[config.mk]
export PLATFORM = sky130hd
export DESIGN_NAME = burst_gearbox
export DESIGN_NICKNAME = d
export VERILOG_FILES = /design/src/rtl/gearbox_pkg.sv /design/src/rtl/gb_ctrl.sv /design/src/rtl/gb_tx.sv /design/src/rtl/gb_rx.sv /design/src/rtl/burst_gearbox.sv
export SDC_FILE = /design/constraint.sdc
export NUM_CORES = 1
export LEC_CHECK = 0
export ABC_AREA = 0
export CORE_MARGIN = 8
export CORE_UTILIZATION = 45
export CTS_CLUSTER_DIAMETER = 120
export DETAILED_ROUTE_END_ITERATION = 12
export PLACE_DENSITY_LB_ADDON = 0.1
export SLEW_MARGIN = 20
export SYNTH_ARGS = -nofsm -noshare
export SYNTH_HDL_FRONTEND = slang
export SYNTH_HIERARCHICAL = 1
export SYNTH_SLANG_ARGS = --single-unit
[constraint.sdc]
create_clock -name clk -period 2 [get_ports clk]
set_clock_uncertainty 0.05 [all_clocks]
set_input_delay 0.2 -clock clk [delete_from_list [all_inputs] [get_ports clk]]
set_output_delay 0.2 -clock clk [all_outputs]
set_load 0.01 [all_outputs]
[src/rtl/gearbox_pkg.sv]
package gearbox_pkg;

    localparam int DEF_BEAT_W = 8;
    localparam int DEF_BEATS  = 8;

    typedef enum logic {
        XF_WRITE = 1'b0,
        XF_READ  = 1'b1
    } xfer_dir_e;

    // State of the burst currently in flight
    typedef struct packed {
        logic active;
        logic rd;
        logic chop;
    } burst_ctx_t;

    // Number of beat-pair clocks a burst occupies
    function automatic int burst_pairs(input logic chop, input int pairs);
        return chop ? (pairs / 2) : pairs;
    endfunction

endpackage

[src/rtl/gb_ctrl.sv]
module gb_ctrl
    import gearbox_pkg::*;
#(
    parameter int PAIRS  = 4,
    parameter int SLOT_W = 2,
    parameter int CNT_W  = 3
) (
    input  logic              clk,
    input  logic              rst,
    input  logic              start_i,
    input  logic              dir_i,
    input  logic              chop_i,
    output burst_ctx_t        ctx_o,
    output logic              last_o,
    output logic              accept_o,
    output logic [SLOT_W-1:0] slot_o
);

    burst_ctx_t        ctx;
    logic [CNT_W-1:0]  cnt_left;
    logic [SLOT_W-1:0] slot;

    assign last_o   = ctx.active && (cnt_left == CNT_W'(1));
    assign accept_o = start_i && (!ctx.active || last_o);
    assign ctx_o    = ctx;
    assign slot_o   = slot;

    always_ff @(posedge clk) begin
        if (rst) begin
            ctx      <= '0;
            cnt_left <= '0;
            slot     <= '0;
        end else if (accept_o) begin
            ctx.active <= 1'b1;
            ctx.rd     <= (xfer_dir_e'(dir_i) == XF_READ);
            ctx.chop   <= chop_i;
            cnt_left   <= CNT_W'(burst_pairs(chop_i, PAIRS));
            slot       <= '0;
        end else if (ctx.active) begin
            cnt_left <= cnt_left - CNT_W'(1);
            slot     <= slot + SLOT_W'(1);
            if (last_o) ctx.active <= 1'b0;
        end
    end

    // a non-final burst cycle always advances by one pair, start or not
    p_ignore_busy_r8: assert property (@(posedge clk) disable iff (rst)
        (ctx.active && !last_o) |=> (ctx.active && cnt_left == $past(cnt_left) - CNT_W'(1)));

    // remaining pair count stays within the burst's length
    p_len_bound_r3: assert property (@(posedge clk) disable iff (rst)
        ctx.active |-> (cnt_left != '0 &&
                        int'(cnt_left) <= burst_pairs(ctx.chop, PAIRS)));

    // an accepted start opens a strobe window next cycle
    p_accept_opens_r3: assert property (@(posedge clk) disable iff (rst)
        accept_o |=> ctx.active);

endmodule

[src/rtl/gb_tx.sv]
module gb_tx
    import gearbox_pkg::*;
#(
    parameter int BEAT_W = 8,
    parameter int WORD_W = 64
) (
    input  logic              clk,
    input  logic              rst,
    input  logic              load_i,
    input  logic [WORD_W-1:0] word_i,
    input  burst_ctx_t        ctx_i,
    output logic [BEAT_W-1:0] rise_o,
    output logic [BEAT_W-1:0] fall_o
);

    localparam int PAIR_W = 2 * BEAT_W;

    logic [WORD_W-1:0] shreg;
    logic              driving;

    assign driving = ctx_i.active && !ctx_i.rd;

    always_ff @(posedge clk) begin
        if (rst) begin
            shreg <= '0;
        end else if (load_i) begin
            shreg <= word_i;
        end else if (driving) begin
            shreg <= shreg >> PAIR_W;
        end
    end

    assign rise_o = driving ? shreg[BEAT_W-1:0]      : '0;
    assign fall_o = driving ? shreg[PAIR_W-1:BEAT_W] : '0;

endmodule

[src/rtl/gb_rx.sv]
module gb_rx
    import gearbox_pkg::*;
#(
    parameter int BEAT_W = 8,
    parameter int PAIRS  = 4,
    parameter int SLOT_W = 2
) (
    input  logic                      clk,
    input  logic                      rst,
    input  burst_ctx_t                ctx_i,
    input  logic                      last_i,
    input  logic [SLOT_W-1:0]         slot_i,
    input  logic [BEAT_W-1:0]         rise_i,
    input  logic [BEAT_W-1:0]         fall_i,
    output logic [2*BEAT_W*PAIRS-1:0] word_o,
    output logic                      valid_o
);

    localparam int PAIR_W = 2 * BEAT_W;
    localparam int WORD_W = PAIR_W * PAIRS;
    localparam int HALF   = PAIRS / 2;

    logic [WORD_W-1:0] acc;
    logic [WORD_W-1:0] merged;
    logic              capturing;

    assign capturing = ctx_i.active && ctx_i.rd;

    for (genvar i = 0; i < PAIRS; i++) begin : g_slot
        always_comb begin
            if (ctx_i.chop && (i >= HALF))
                merged[i*PAIR_W +: PAIR_W] = '0;
            else if (slot_i == SLOT_W'(i))
                merged[i*PAIR_W +: PAIR_W] = {fall_i, rise_i};
            else
                merged[i*PAIR_W +: PAIR_W] = acc[i*PAIR_W +: PAIR_W];
        end
    end

    always_ff @(posedge clk) begin
        if (rst) begin
            acc     <= '0;
            word_o  <= '0;
            valid_o <= 1'b0;
        end else begin
            valid_o <= 1'b0;
            if (capturing) begin
                acc <= merged;
                if (last_i) begin
                    word_o  <= merged;
                    valid_o <= 1'b1;
                end
            end
        end
    end

    // the valid pulse lasts a single cycle
    p_valid_pulse_r7: assert property (@(posedge clk) disable iff (rst)
        valid_o |=> !valid_o);

    // a chopped read delivers a zero upper half
    p_chop_upper_zero_r6: assert property (@(posedge clk) disable iff (rst)
        (valid_o && $past(ctx_i.chop)) |-> (word_o[WORD_W-1:WORD_W/2] == '0));

endmodule

[src/rtl/burst_gearbox.sv]
module burst_gearbox
    import gearbox_pkg::*;
#(
    parameter int BEAT_W = DEF_BEAT_W,
    parameter int BEATS  = DEF_BEATS
) (
    input  logic                      clk,
    input  logic                      rst,
    input  logic                      start_i,
    input  logic                      dir_i,
    input  logic                      chop_i,
    input  logic [BEAT_W*BEATS-1:0]   wr_word_i,
    input  logic [BEAT_W-1:0]         rd_rise_i,
    input  logic [BEAT_W-1:0]         rd_fall_i,
    output logic [BEAT_W-1:0]         dq_rise_o,
    output logic [BEAT_W-1:0]         dq_fall_o,
    output logic                      strobe_en_o,
    output logic [BEAT_W*BEATS-1:0]   rd_word_o,
    output logic                      rd_valid_o
);

    localparam int WORD_W = BEAT_W * BEATS;
    localparam int PAIRS  = BEATS / 2;
    localparam int SLOT_W = (PAIRS > 1) ? $clog2(PAIRS) : 1;
    localparam int CNT_W  = $clog2(PAIRS + 1);

    burst_ctx_t        ctx;
    logic              last;
    logic              accept;
    logic [SLOT_W-1:0] slot;

    gb_ctrl #(
        .PAIRS  (PAIRS),
        .SLOT_W (SLOT_W),
        .CNT_W  (CNT_W)
    ) u_ctrl (
        .clk      (clk),
        .rst      (rst),
        .start_i  (start_i),
        .dir_i    (dir_i),
        .chop_i   (chop_i),
        .ctx_o    (ctx),
        .last_o   (last),
        .accept_o (accept),
        .slot_o   (slot)
    );

    gb_tx #(
        .BEAT_W (BEAT_W),
        .WORD_W (WORD_W)
    ) u_tx (
        .clk    (clk),
        .rst    (rst),
        .load_i (accept && (xfer_dir_e'(dir_i) == XF_WRITE)),
        .word_i (wr_word_i),
        .ctx_i  (ctx),
        .rise_o (dq_rise_o),
        .fall_o (dq_fall_o)
    );

    gb_rx #(
        .BEAT_W (BEAT_W),
        .PAIRS  (PAIRS),
        .SLOT_W (SLOT_W)
    ) u_rx (
        .clk     (clk),
        .rst     (rst),
        .ctx_i   (ctx),
        .last_i  (last),
        .slot_i  (slot),
        .rise_i  (rd_rise_i),
        .fall_i  (rd_fall_i),
        .word_o  (rd_word_o),
        .valid_o (rd_valid_o)
    );

    assign strobe_en_o = ctx.active;

    // beat outputs stay quiet outside strobe cycles
    p_quiet_idle_r9: assert property (@(posedge clk) disable iff (rst)
        !strobe_en_o |-> (dq_rise_o == '0 && dq_fall_o == '0));

    // read word valid follows a strobe cycle
    p_valid_after_strobe_r7: assert property (@(posedge clk) disable iff (rst)
        rd_valid_o |-> $past(strobe_en_o));

endmodule

==> results of run 1 <==
## synth_stat cells (all sizes together)
| cell type | count |
|---|---|
| nor2 | 37 |
| a311oi | 16 |
| ha | 2 |
| clkbuf | 44 |
| a21o | 1 |
| buf | 58 |
| and3 | 1 |
| dfxtp | 201 |
| nand4bb | 1 |
| mux2i | 50 |
| inv | 52 |
| a211oi | 18 |
| and2 | 16 |
| nor3 | 99 |
| nand4 | 1 |
| nand3b | 16 |
| nor2b | 4 |
| a2111oi | 49 |
| a31oi | 1 |
| a21oi | 51 |
| xnor2 | 2 |
| o31ai | 1 |
| nand4b | 1 |
| nand2 | 100 |
| and3b | 2 |
| o21ai | 16 |
| a21bo | 1 |
| nor4 | 1 |
| and4b | 1 |
| or3 | 1 |
| o211ai | 1 |
| xor2 | 1 |
| a22o | 32 |
| and4bb | 1 |
| o2bb2ai | 32 |
| nand2b | 7 |
## path summary, 6_finish.rpt
kind                                   startpoint                     endpoint  slack, ns  depth (start not counted)
setup / recovery  u_ctrl/cnt_left[1]$_SDFFE_PP0P_  u_tx/shreg[30]$_SDFFE_PP0P_       0.09                          9
hold / removal                      wr_word_i[61]  u_tx/shreg[61]$_SDFFE_PP0P_       0.21                          3
setup reg to reg  u_ctrl/cnt_left[1]$_SDFFE_PP0P_  u_tx/shreg[30]$_SDFFE_PP0P_       0.09                          9
hold reg to reg          u_rx/acc[6]$_SDFFE_PP0N_     u_rx/acc[6]$_SDFFE_PP0N_       0.40                          2
## routing by layer
layer  part of all wire, %  vias up  wire length [um]  GRT usage, %
met5                     0        -                 0             0
met1                    49     3337             11280         27.07
met4                   1.6        0               373         4.620
li1                      -     3557                 -             -
met2                    43      172              9922         27.22
met3                   6.1       30              1396         3.994
## power groups by stage
stage,combinational [mW],clock [mW],sequential (mW)
floorplan,0.744,0,4.29
global placement,1.13,0,4.32
detailed placement,1.14,0,4.32
CTS,1.15,4.18,4.23
global route,1.26,4.37,4.25
finish,1.16,4.09,4.24
## state kept, by name (all words and copies together) (netlist names)
name and flops:
u_ctrl/slot_o 2, u_rx/valid_o 1, u_tx/shreg 64, u_rx/word_o 64, u_ctrl/cnt_left 3, u_ctrl/ctx_o 3, u_rx/acc 64
## what timing repair did
item                                    in CTS  in global routing
setup buffers                                1                  0
hold buffers                                 1                  0
cloned                                       1                  1
endpoints found under the setup margin      16                 54
gates resized for setup                     16                  8
hold endpoints to repair                     1                  0
pin swaps                                    0                  2
## layout make-up
| class | count | area, um2 | share of cell area [%] |
|---|---|---|---|
| inverters | 52 | 195.2 | 1.698 |
| flip-flops and latches | 201 | 4028 | 35.05 |
| multi-input cells | 563 | 3975 | 34.59 |
| clock inverters | 9 | 108.9 | 0.9472 |
| clock buffers | 30 | 630.6 | 5.487 |
| well taps | 265 | 331.6 | 2.885 |
| repair buffers | 212 | 2223 | 19.35 |
## critical path: cells and delay by family, from the launching register on
| family | cells | cell delay [ns] |
|---|---|---|
| compound gates | 2 | 0.45 |
| simple gates | 3 | 0.42 |
| flops | 1 | 0.30 |
| fa+ha+maj | 1 | 0.15 |
| buf+inv | 3 | 0.42 |
## cells by family after synthesis
logic type | Yosys count | synth area share [%]
AO/OA/AOI/OAI | 219 | 22.65
XOR/XNOR | 3 | 0.3021
buffers and inverters | 154 | 8.356
AND/OR/NAND/NOR | 289 | 16.40
flip-flops | 201 | 46.25
multiplexers | 50 | 5.753
adder cells (fa/ha/maj) | 2 | 0.2876
==> metrics.yaml, run 1 <==
status: "finished, final reports clean"
yosys_warnings: 6
vias: 7096
p_switching_mw: 2.327
fmax_mhz: 524.3
die_h_um: 155.0
critPathMaxFanout: 24
ys_ff_latch: 201
syn_avg_cell_area_um2: 9.477
yosysTopAreaCell: "dfxtp_1"
cp_data_required_time_ns: 2.33
cts_tree: "built"
design_area_um2: 11490
grt_max_degree: 75
cellLeakagePower_nw: 4.327
num-fill-cells: 1703
worst_path_max_delay_cell: "dfxtp_1"
layout.nets: 1139
h-tree-depth: 1
end_kind: "flip-flop"
ir_worst_vdd_v: 0.0005089
fin_cells: 1332
start_util_pct: 45.29
worstHoldPathType: "primary input to flip-flop"
die_w_um: 155.0
drc: 0
insertedDiodeCount: 0
synthTopCellsByArea: "dfxtp_1, a2111oi_2, mux2i_1"
overflow: 0
antenna_found_initial: 0
cp_cell_sequence: "inv_2 > ha_4 > nand2b_4 > a21oi_4 > nor2b_4 > buf_12 > buf_12 > nor3_1 > a2111oi_2"
cap_viol_max_count: 0
swShare_pct: 24.53
critPathKind: "flip-flop to flip-flop"
row_count: 51
dpl.cell_count: 1289
syn-num-nets: 1005
holdWs_ns: 0.2074
power.share.clock_pct: 43.1
vias_per_cell: 5.327
setup_slack_ns: 0.09265
placed_area_um2: 10670
yosysTopAreaCellShare_pct: 46.25
critPathArrivalTime_ns: 2.24
p_total_mw: 9.489
hold_viol_final: 0
period_minus_slack_ns: 1.907
path_common_cell: "buf_12"
cellPowerDensity_nw_per_um2: 825.7
grt_pass1_wl_um: 37050
worstMarginPinSlew_ns: 0.7863
place_congestion: 0.7383
yosysSeqAreaShare_pct: 46.25
critPathLaunchType: "flip-flop"
finish.utilization_pct: 59.83
core_um2: 19210
routed_wl_um: 22970
mostFrequentLayoutCell: "dfxtp_1"
ant_nets: 0
setup_viol: 0
grt_usage_pct: 18.59
max-clock-path-buffers: 3
io_buffers: 166
syn_area_um2: 8700
syn_inst: 918
drive_above_1_share_pct: 13.87
synth_cell_types: 47
relSlewSlack_pct: 47.58
power_frac_comb_pct: 12.3
cts-buffers-inserted: 22
intPower_mw: 7.162
post-place-ws_ns: -0.02178
maxSlewViolCount: 0
seqPwrFrac_pct: 44.7
drt_iter0_drc: 390
fp.dieArea_um2: 24040
dr.pass1.iters: 4
clkTransAtPathRegs_ns: 0.06
pin_count: 167
post-dp-hpwl_um: 15430
fin_tns_setup_ns: 0
wire_per_inst_um: 17.24
cts.sinks: 201
clkLatencyLatePin_ns: 0.50
syn_to_final_growth_pct: 32.10
fin_crit_sh_pct: 95.37
slowest_delay_ns: 0.30
grt_pass1_vias: 6812
layout_common_cells: "dfxtp_1, clkdlybuf4s50_1, nand2_1, nor3_1, inv_1"
clockRootBuffer: "clkbuf_16"
Power figures use the tool's default switching activity.
==> run 2: changes to the inputs <==
Settings changed: CTS_CLUSTER_DIAMETER 120 to default.
==> results of run 2 <==
Final layout, timing and power as in run 1 (identical DEF).
